==> src/rtl/ata_bridge_pkg.sv <==
package ata_bridge_pkg;
  typedef enum logic [1:0] {
    PORT_DATA_LO = 2'd0,
    PORT_DATA_HI = 2'd1,
    PORT_TASK    = 2'd2
  } port_e;

  typedef enum logic [2:0] {
    SEQ_IDLE    = 3'b001,
    SEQ_WR_HELD = 3'b010,
    SEQ_RD_HELD = 3'b100
  } seq_e;
endpackage

==> src/rtl/ata_bridge_decode.sv <==
module ata_bridge_decode
  import ata_bridge_pkg::*;
#(
  parameter int ADDR_W = 4,
  parameter int REG_W  = 3
) (
  input  logic [ADDR_W-1:0] addr_i,
  output port_e             port_o,
  output logic [REG_W-1:0]  reg_o
);
  localparam int HI_BIT = ADDR_W - 1;

  assign reg_o = addr_i[REG_W-1:0];

  always_comb begin
    if (addr_i[HI_BIT])            port_o = PORT_DATA_HI;
    else if (addr_i[REG_W-1:0] == '0) port_o = PORT_DATA_LO;
    else                           port_o = PORT_TASK;
  end
endmodule

==> src/rtl/ata_bridge_seq.sv <==
module ata_bridge_seq
  import ata_bridge_pkg::*;
(
  input  logic  clk_i,
  input  logic  rst_ni,
  input  logic  acc_i,
  input  logic  we_i,
  input  port_e port_i,
  output seq_e  state_o
);
  seq_e state_q, state_d;

  always_comb begin
    state_d = state_q;
    if (acc_i) begin
      unique case (port_i)
        PORT_DATA_HI: state_d = we_i ? SEQ_WR_HELD : SEQ_IDLE;
        PORT_DATA_LO: state_d = we_i ? SEQ_IDLE : SEQ_RD_HELD;
        default:      state_d = SEQ_IDLE;
      endcase
    end
  end

  always_ff @(posedge clk_i or negedge rst_ni) begin
    if (!rst_ni) state_q <= SEQ_IDLE;
    else         state_q <= state_d;
  end

  assign state_o = state_q;

  assert_seq_onehot_R7: assert property (@(posedge clk_i) disable iff (!rst_ni)
    $countones(state_q) == 1);

  // a low-byte read arms the captured high byte for the next host access
  assert_rd_arm_R6: assert property (@(posedge clk_i) disable iff (!rst_ni)
    (acc_i && !we_i && port_i == PORT_DATA_LO) |=> state_q == SEQ_RD_HELD);
endmodule

==> src/rtl/ata_bridge_strobe.sv <==
module ata_bridge_strobe #(
  parameter int STROBE_CYC = 3
) (
  input  logic clk_i,
  input  logic rst_ni,
  input  logic start_i,
  output logic active_o,
  output logic last_o
);
  localparam int CNT_W = $clog2(STROBE_CYC + 1);

  logic             active_q;
  logic [CNT_W-1:0] cnt_q;

  always_ff @(posedge clk_i or negedge rst_ni) begin
    if (!rst_ni) begin
      active_q <= 1'b0;
      cnt_q    <= '0;
    end else if (start_i) begin
      active_q <= 1'b1;
      cnt_q    <= CNT_W'(STROBE_CYC - 1);
    end else if (active_q) begin
      if (cnt_q == '0) active_q <= 1'b0;
      else             cnt_q    <= cnt_q - 1'b1;
    end
  end

  assign active_o = active_q;
  assign last_o   = active_q && (cnt_q == '0);

  assert_start_R3: assert property (@(posedge clk_i) disable iff (!rst_ni)
    start_i |=> active_o);

  assert_no_restart_R10: assert property (@(posedge clk_i) disable iff (!rst_ni)
    active_o |-> !start_i);

  assert_end_R3: assert property (@(posedge clk_i) disable iff (!rst_ni)
    last_o |=> !active_o);
endmodule

==> src/rtl/ata_byte_bridge.sv <==
module ata_byte_bridge
  import ata_bridge_pkg::*;
#(
  parameter int ADDR_W     = 4,
  parameter int BYTE_W     = 8,
  parameter int REG_W      = 3,
  parameter int STROBE_CYC = 3
) (
  input  logic                clk_i,
  input  logic                rst_ni,
  input  logic                host_req_i,
  input  logic                host_we_i,
  input  logic [ADDR_W-1:0]   host_addr_i,
  input  logic [BYTE_W-1:0]   host_wdata_i,
  output logic                host_busy_o,
  output logic                host_rvalid_o,
  output logic [BYTE_W-1:0]   host_rdata_o,
  output logic [REG_W-1:0]    drv_reg_o,
  output logic                drv_rd_n_o,
  output logic                drv_wr_n_o,
  output logic [2*BYTE_W-1:0] drv_data_o,
  output logic [1:0]          drv_data_oe_o,
  input  logic [2*BYTE_W-1:0] drv_data_i
);
  localparam int WORD_W = 2 * BYTE_W;

  port_e            port;
  logic [REG_W-1:0] reg_sel;
  seq_e             seq_state;
  logic             acc, start_drv, active, last;

  logic             op_we_q;
  port_e            op_port_q;
  logic [REG_W-1:0] op_reg_q;
  logic [BYTE_W-1:0] lo_q, wr_hi_q, rd_hi_q, rdata_q;
  logic             rvalid_q;

  assign acc       = host_req_i && !active;
  assign start_drv = acc && (port != PORT_DATA_HI);

  ata_bridge_decode #(.ADDR_W(ADDR_W), .REG_W(REG_W)) u_decode (
    .addr_i (host_addr_i),
    .port_o (port),
    .reg_o  (reg_sel)
  );

  ata_bridge_seq u_seq (
    .clk_i   (clk_i),
    .rst_ni  (rst_ni),
    .acc_i   (acc),
    .we_i    (host_we_i),
    .port_i  (port),
    .state_o (seq_state)
  );

  ata_bridge_strobe #(.STROBE_CYC(STROBE_CYC)) u_strobe (
    .clk_i    (clk_i),
    .rst_ni   (rst_ni),
    .start_i  (start_drv),
    .active_o (active),
    .last_o   (last)
  );

  // operation latched for the duration of the drive strobe
  always_ff @(posedge clk_i or negedge rst_ni) begin
    if (!rst_ni) begin
      op_we_q   <= 1'b0;
      op_port_q <= PORT_DATA_LO;
      op_reg_q  <= '0;
      lo_q      <= '0;
    end else if (start_drv) begin
      op_we_q   <= host_we_i;
      op_port_q <= port;
      op_reg_q  <= reg_sel;
      lo_q      <= host_wdata_i;
    end
  end

  // write-direction high byte: enabled only for writes (read gates it off)
  always_ff @(posedge clk_i or negedge rst_ni) begin
    if (!rst_ni)                                          wr_hi_q <= '0;
    else if (acc && host_we_i && port == PORT_DATA_HI)    wr_hi_q <= host_wdata_i;
  end

  // read-direction high byte: captured at the end of a data-word read strobe
  always_ff @(posedge clk_i or negedge rst_ni) begin
    if (!rst_ni)                                          rd_hi_q <= '0;
    else if (last && !op_we_q && op_port_q == PORT_DATA_LO)
      rd_hi_q <= drv_data_i[WORD_W-1:BYTE_W];
  end

  always_ff @(posedge clk_i or negedge rst_ni) begin
    if (!rst_ni) begin
      rvalid_q <= 1'b0;
      rdata_q  <= '0;
    end else begin
      rvalid_q <= 1'b0;
      if (acc && !host_we_i && port == PORT_DATA_HI) begin
        rvalid_q <= 1'b1;
        rdata_q  <= (seq_state == SEQ_RD_HELD) ? rd_hi_q : wr_hi_q;
      end else if (last && !op_we_q) begin
        rvalid_q <= 1'b1;
        rdata_q  <= drv_data_i[BYTE_W-1:0];
      end
    end
  end

  assign host_busy_o   = active;
  assign host_rvalid_o = rvalid_q;
  assign host_rdata_o  = rdata_q;
  assign drv_reg_o     = op_reg_q;
  assign drv_rd_n_o    = !(active && !op_we_q);
  assign drv_wr_n_o    = !(active && op_we_q);
  assign drv_data_o    = {wr_hi_q, lo_q};
  assign drv_data_oe_o = (active && op_we_q) ? {op_port_q == PORT_DATA_LO, 1'b1} : 2'b00;

  assert_no_fight_R9: assert property (@(posedge clk_i) disable iff (!rst_ni)
    !(!drv_rd_n_o && !drv_wr_n_o));

  assert_oe_in_write_R9: assert property (@(posedge clk_i) disable iff (!rst_ni)
    (drv_data_oe_o != 2'b00) |-> !drv_wr_n_o);

  assert_hi_wr_quiet_R2: assert property (@(posedge clk_i) disable iff (!rst_ni)
    (acc && host_we_i && port == PORT_DATA_HI) |=> (drv_rd_n_o && drv_wr_n_o));

  assert_busy_ignore_R10: assert property (@(posedge clk_i) disable iff (!rst_ni)
    (host_busy_o && host_req_i) |=> $stable(wr_hi_q));

  assert_rd_hi_return_R6: assert property (@(posedge clk_i) disable iff (!rst_ni)
    (acc && !host_we_i && port == PORT_DATA_HI && seq_state == SEQ_RD_HELD)
      |=> (host_rvalid_o && host_rdata_o == $past(rd_hi_q)));

  assert_word_stable_R3: assert property (@(posedge clk_i) disable iff (!rst_ni)
    (!drv_wr_n_o && $past(!drv_wr_n_o)) |-> $stable(drv_data_o));
endmodule

==> config.mk <==
export PLATFORM = sky130hd
export DESIGN_NAME = ata_byte_bridge
export DESIGN_NICKNAME = d
export VERILOG_FILES = /design/src/rtl/ata_bridge_pkg.sv /design/src/rtl/ata_bridge_decode.sv /design/src/rtl/ata_bridge_seq.sv /design/src/rtl/ata_bridge_strobe.sv /design/src/rtl/ata_byte_bridge.sv
export SDC_FILE = /design/constraint.sdc
export NUM_CORES = 1
export LEC_CHECK = 0
export ABC_AREA = 1
export BUFFER_PORTS_ARGS = -buffer_cell sky130_fd_sc_hd__buf_2
export CAP_MARGIN = 10
export CORE_MARGIN = 2
export CORE_UTILIZATION = 35
export CTS_CLUSTER_SIZE = 10
export DETAILED_ROUTE_END_ITERATION = 8
export PLACE_DENSITY = 0.56
export SYNTH_ARGS = -nofsm -noshare
export SYNTH_HDL_FRONTEND = slang
export SYNTH_SLANG_ARGS = --single-unit
==> constraint.sdc <==
create_clock -name clk_i -period 2 [get_ports clk_i]
set_input_delay 0.2 -clock clk_i [delete_from_list [all_inputs] [get_ports clk_i]]
set_output_delay 0.2 -clock clk_i [all_outputs]
set_load 0.005 [all_outputs]
======== Yosys cells after proc, flatten, opt, wreduce, memory -nomap -nowiden ========
Cells that the tools add are included.
cells by class
  $add $sub $neg .......................... 1
  equal/unequal tests ..................... 4
  muxes and demuxes ....................... 17
  reductions and logical operators ........ 23
operators by type and width
  operator             number
  $mux 8               3
  $mux 2               7
  $logic_and 1x1->1    11
  $logic_not 2->1      3
  $pmux 3 s2           1
  $logic_not 1->1      5
  $mux 1               5
  $reduce_bool 2->1    2
  $eq 3x3->1 const B   1
  $logic_not 3->1      1
  $mux 3               1
  $eq 2x1->1 const B   1
  $ne 2x1->1 const B   1
  $ne 2x2->1 const B   1
  $reduce_and 2->1     1
  $sub 2x1->2 const B  1
word-level totals
  flip-flop bits (word level) ............. 45
  bits of input ports ..................... 32
  output and inout port bits .............. 33
  logic and storage cells ................. 56

======== Longest topological paths before layout ========
  word-level depth ........................ 7
  depth in mapped cells ................... 8
  gate-level depth less buffers ........... 6

======== By module ========
From an unflattened synthesis, not the netlist that was laid out.
unflattened totals
  cells, all modules ...................... 286
  area, all modules ....................... 2235.9 um2
by module, submodules not included
  module             times used  cells each  area an instance (um2)  sequential area each (um2)
  ata_byte_bridge    1           236         1874.3                  975.9
  ata_bridge_strobe  1           23          166.4                   75.1
  ata_bridge_seq     1           20          152.6                   76.3
  ata_bridge_decode  1           7           42.5                    0.0

======== Worst setup path after synthesis ========
Ideal clock, no wire load.
  path type ............................... register -> register
  start ................................... register u_strobe.cnt_q[0]
  end ..................................... register rd_hi_q[5]
  arrival ................................. 1.119 ns
  required time ........................... 1.876 ns
  setup slack ............................. 0.757 ns
  cell stages (with the launch flop) ...... 7
  period minus slack after synthesis ...... 1.243 ns
  cells stage by stage .................... dfrtp_1 inv_1 ha_1 nand4_1 buf_2 nor2_1 a21oi_1
on the way
  longest elaborated chain between the ends .. 4
ends and longest elaborated chain
  element                          RTL line                 text
  start, declared                  ata_bridge_strobe.sv:13  logic [CNT_W-1:0] cnt_q;
  start signal, assigned           ata_bridge_strobe.sv:21  cnt_q <= CNT_W'(STROBE_CYC - 1);
  start signal, assigned           ata_bridge_strobe.sv:24  else cnt_q <= cnt_q - 1'b1;
  $logic_not 2->1                  ata_bridge_strobe.sv:29  assign last_o = active_q && (cnt_q == '0);
  $logic_and 1x1->1                ata_bridge_strobe.sv:29
  $logic_and 1x1->1 (2 in series)  ata_byte_bridge.sv:88    else if (last && !op_we_q && op_port_q == PORT_DATA_LO)
  end signal, assigned             ata_byte_bridge.sv:89    rd_hi_q <= drv_data_i[WORD_W-1:BYTE_W];
  end, declared                    ata_byte_bridge.sv:35    logic [BYTE_W-1:0] lo_q, wr_hi_q, rd_hi_q, rdata_q;
No other way between the ends.
A chain may end at the register's enable or synchronous reset.

======== Final worst setup path ========
  start ................................... register u_strobe.cnt_q[0]
  end ..................................... register rdata_q[1], in the netlist host_rdata_o[1]
on the way
  longest elaborated chain between the ends .. 4
ends and longest elaborated chain
  element                             RTL line                 text
  $logic_not 2->1                     ata_bridge_strobe.sv:29
  $logic_and 1x1->1                   ata_bridge_strobe.sv:29
  $logic_and 1x1->1                   ata_byte_bridge.sv:101   end else if (last && !op_we_q) begin
  $reduce_bool 2->1 (no source line)  n/a
  end signal, assigned                ata_byte_bridge.sv:100   rdata_q <= (seq_state == SEQ_RD_HELD) ? rd_hi_q : wr_hi_q;
  end signal, assigned                ata_byte_bridge.sv:103   rdata_q <= drv_data_i[BYTE_W-1:0];
  end, declared                       ata_byte_bridge.sv:35
No other way between the ends.

==> metrics.md <==
| Metric | Value |
|---|---|
| Maxcap violations | `0` |
| Status | `completed` |
| Worst Hold Class | `primary input to register` |
| DRC viols | `0` |
| Max Clock Skew | `0.00929 ns` |
| Initial Utilization | `36.4%` |
| RSZ-0062 raised after global routing | `false` |
| Worst vdd ir | `0.532 mV` |
| Hold depth | `3` |
| Critical Path RT | `2.21 ns` |
| R2R setup slack | `0.55 ns` |
| Port bufs | `64` |
| Total CTS buffers | `5` |
| RR Startpoint | `u_strobe.cnt_q[0]` |
| Initial antenna violation count | `0` |
| Syn-to-layout area delta | `24.3%` |
| Largest cells by area after synthesis | `dfrtp_1, nand2_1, inv_1, o21ai_0, nand3_1` |
| Placement-stage cell area | `2390 µm²` |
| Post-synth top cells | `dfrtp_1, nand2_1, inv_1, o21ai_0, nand3_1` |
| Async set or reset register ratio after synthesis | `100%` |
| Core area | `5540 µm²` |
| Gr usage total | `15.4%` |
| CTS H-tree depth | `2` |
| Via count | `1,667` |
| Total wire length | `4500 µm` |
| Arr. time, crit path | `1.66 ns` |
| CP startpoint kind | `register` |
| Fin area | `2510 µm²` |
| Critical path class | `register to register` |
| CTS Hold Bufs | `1` |
| CP Capture Type | `register` |
| Leak pwr | `1.36 nW` |
| Final period utilization | `72.6%` |
| Number of synthesized flops with an enable pin | `0` |
| Mapped Nets | `258` |
| Initial DRC Count | `93` |
| Worst R2R Path Depth | `6` |
| Setup Buffers After CTS | `0` |
| # nets final | `326` |
| Rel. slew slack | `62.6%` |
| Final setup TNS | `0 ns` |
| Layout cells sized above 1 | `30.6%` |
| Distinct cell type count after synthesis | `26` |
| Die H | `79.9 µm` |
| Max Slew Vio Count | `0` |
| TritonCTS clock tree | `built` |
| Crit-path max FO | `9` |
| Remaining antenna violation count | `0` |
| Total gr overflow | `0` |
| Final Power | `3.51 mW` |
| HPWL after detailed placement | `3330 µm` |
| Site Rows | `27` |
| Largest net degree at the start of global routing | `46` |
| Actual slew at the worst max-slew pin | `0.562 ns` |
| RR Endpoint | `host_rdata_o[1]` |
| DR pass1 iterations | `4` |
| FF+latch count, synth | `45` |
| Maximum clock insertion buffer count | `2` |
| Tmin final | `1.45 ns` |
| Mapped Avg Cell Area | `8.96 µm²` |
| Global-route wire length before repair | `7620 µm` |
| Final core utilization | `45.3%` |
| Wire length per cell | `12.3 µm` |
| Leading area contributor after synthesis | `dfrtp_1` |
| Vias per cell | `4.55` |
| Routability cong. | `0.801` |
| Clock transition at path regs | `0.09 ns` |
| Number of antenna diodes | `0` |
| Yosys warning count | `0` |
| Main synth FF type | `dfrtp_1` |
| Pwr Density | `1400 nW/µm²` |
| Setup Viol. Count Final | `0` |
| Die X | `79.9 µm` |
| Top Ports | `65` |
| Area share of the largest cell type after synthesis | `54.6%` |
| Cells after Synth | `225` |
| Die area | `6390 µm²` |
| CP startpoint | `u_strobe.cnt_q[0]` |
| Post-synthesis sequential area ratio | `55.9%` |
| Clock root cell | `clkbuf_8` |
| Mapped Area | `2020 µm²` |
| Worst hold slack | `0.151 ns` |
| CP endpoint | `host_rdata_o[1]` |
| Max Freq | `0.689 GHz` |
| Final Hold Fails | `0` |
| Most frequent cell after synthesis | `dfrtp_1` |
| CTS resizes | `0` |
| CTS sink cnt | `45` |
| Clock Latency Late Sink | `0.29 ns` |
| Vias in the first global route | `1,618` |
==> where the power goes <==
| part | switching, mW | internal [mW] |
|---|---|---|
| clock network | 0.295 | 0.371 |
| logic | 0.692 | 0.551 |
| registers | 0.253 | 1.35 |
| total | 1.24 | 2.27 |
==> cell type report <==
class,count,area [µm²]
clock buffer,6,72.6
clock inverter,2,35.0
fill,615,3030
inverter,36,138
multi-input combinational,138,699
sequential,45,1130
tap,72,90.1
timing repair buffer,67,345
==> layout by cell type, fill, tap and decap left out, drive strengths merged <==
cell | netlist | routed
nand2 | 41 | 41
dfstp | 1 | 1
o211ai | 1 | 1
bufinv | 0 | 1
clkinv | 0 | 1
dlygate4sd3 | 0 | 1
nor3 | 1 | 1
clkbuf | 0 | 6
nor2 | 20 | 20
a21boi | 1 | 1
nand3 | 22 | 22
o21ai | 30 | 30
inv | 36 | 36
a21oi | 18 | 18
ha | 1 | 1
or2 | 1 | 1
nand4 | 2 | 2
dfrtp | 44 | 44
buf | 6 | 66
==> stage by stage <==
step | instances | setup slack [ns]
3_5_place_dp | 357 | 0.588
3_3_place_gp | 357 | 0.619
5_1_grt | 366 | 0.399
6_report | 366 | 0.548
4_1_cts | 366 | 0.549
2_1_floorplan | 225 | 0.757
==> how the worst min path moves through the flow <==
stage                               start            to  slack, ns
after global placement             rst_ni    rd_hi_q[5]       0.32
after detailed placement           rst_ni    rd_hi_q[5]       0.32
after CTS                  drv_data_i[14]    rd_hi_q[6]       0.15
after floorplan                    rst_ni  drv_reg_o[0]       -0.1
final                      drv_data_i[12]    rd_hi_q[4]       0.15
after global routing      host_wdata_i[7]       lo_q[7]       0.16
==> flip-flops by register name, summed over array words and instances, names as in the netlist <==
| name | count |
|---|---|
| host_rdata_o | 8 |
| op_port_q | 2 |
| lo_q | 8 |
| u_strobe.cnt_q | 2 |
| rd_hi_q | 8 |
| drv_reg_o | 3 |
| wr_hi_q | 8 |
| host_rvalid_o | 1 |
| op_we_q | 1 |
| u_strobe.active_o | 1 |
| u_seq.state_o | 3 |
==> cells by family after synthesis <==
group                    after synthesis  synth area share, %
flip-flops                            45                 55.9
AND/OR/NAND/NOR                       87                 20.3
buffers and inverters                 42                 9.43
AO/OA/AOI/OAI                         50                 13.8
adder cells (fa/ha/maj)                1                0.620
==> layer usage <==
metal,vias up,wire (µm),GRT usage (%),share of wire (%)
met4,0,23,4.58,0.51
met3,2,344,4.30,7.6
met1,744,2180,21.6,48
li1,856,-,-,-
met2,65,1950,23.3,43
met5,-,0,0,0
==> worst max-delay path, cell delays in order (launching register included) <==
cell     delay, ns
dfrtp_1       0.36
inv_1         0.09
ha_1          0.20
nand3_1       0.26
nand2_2       0.26
nor2_1        0.06
a21oi_1       0.12
Note: power is estimated with default switching activity, not from simulation.
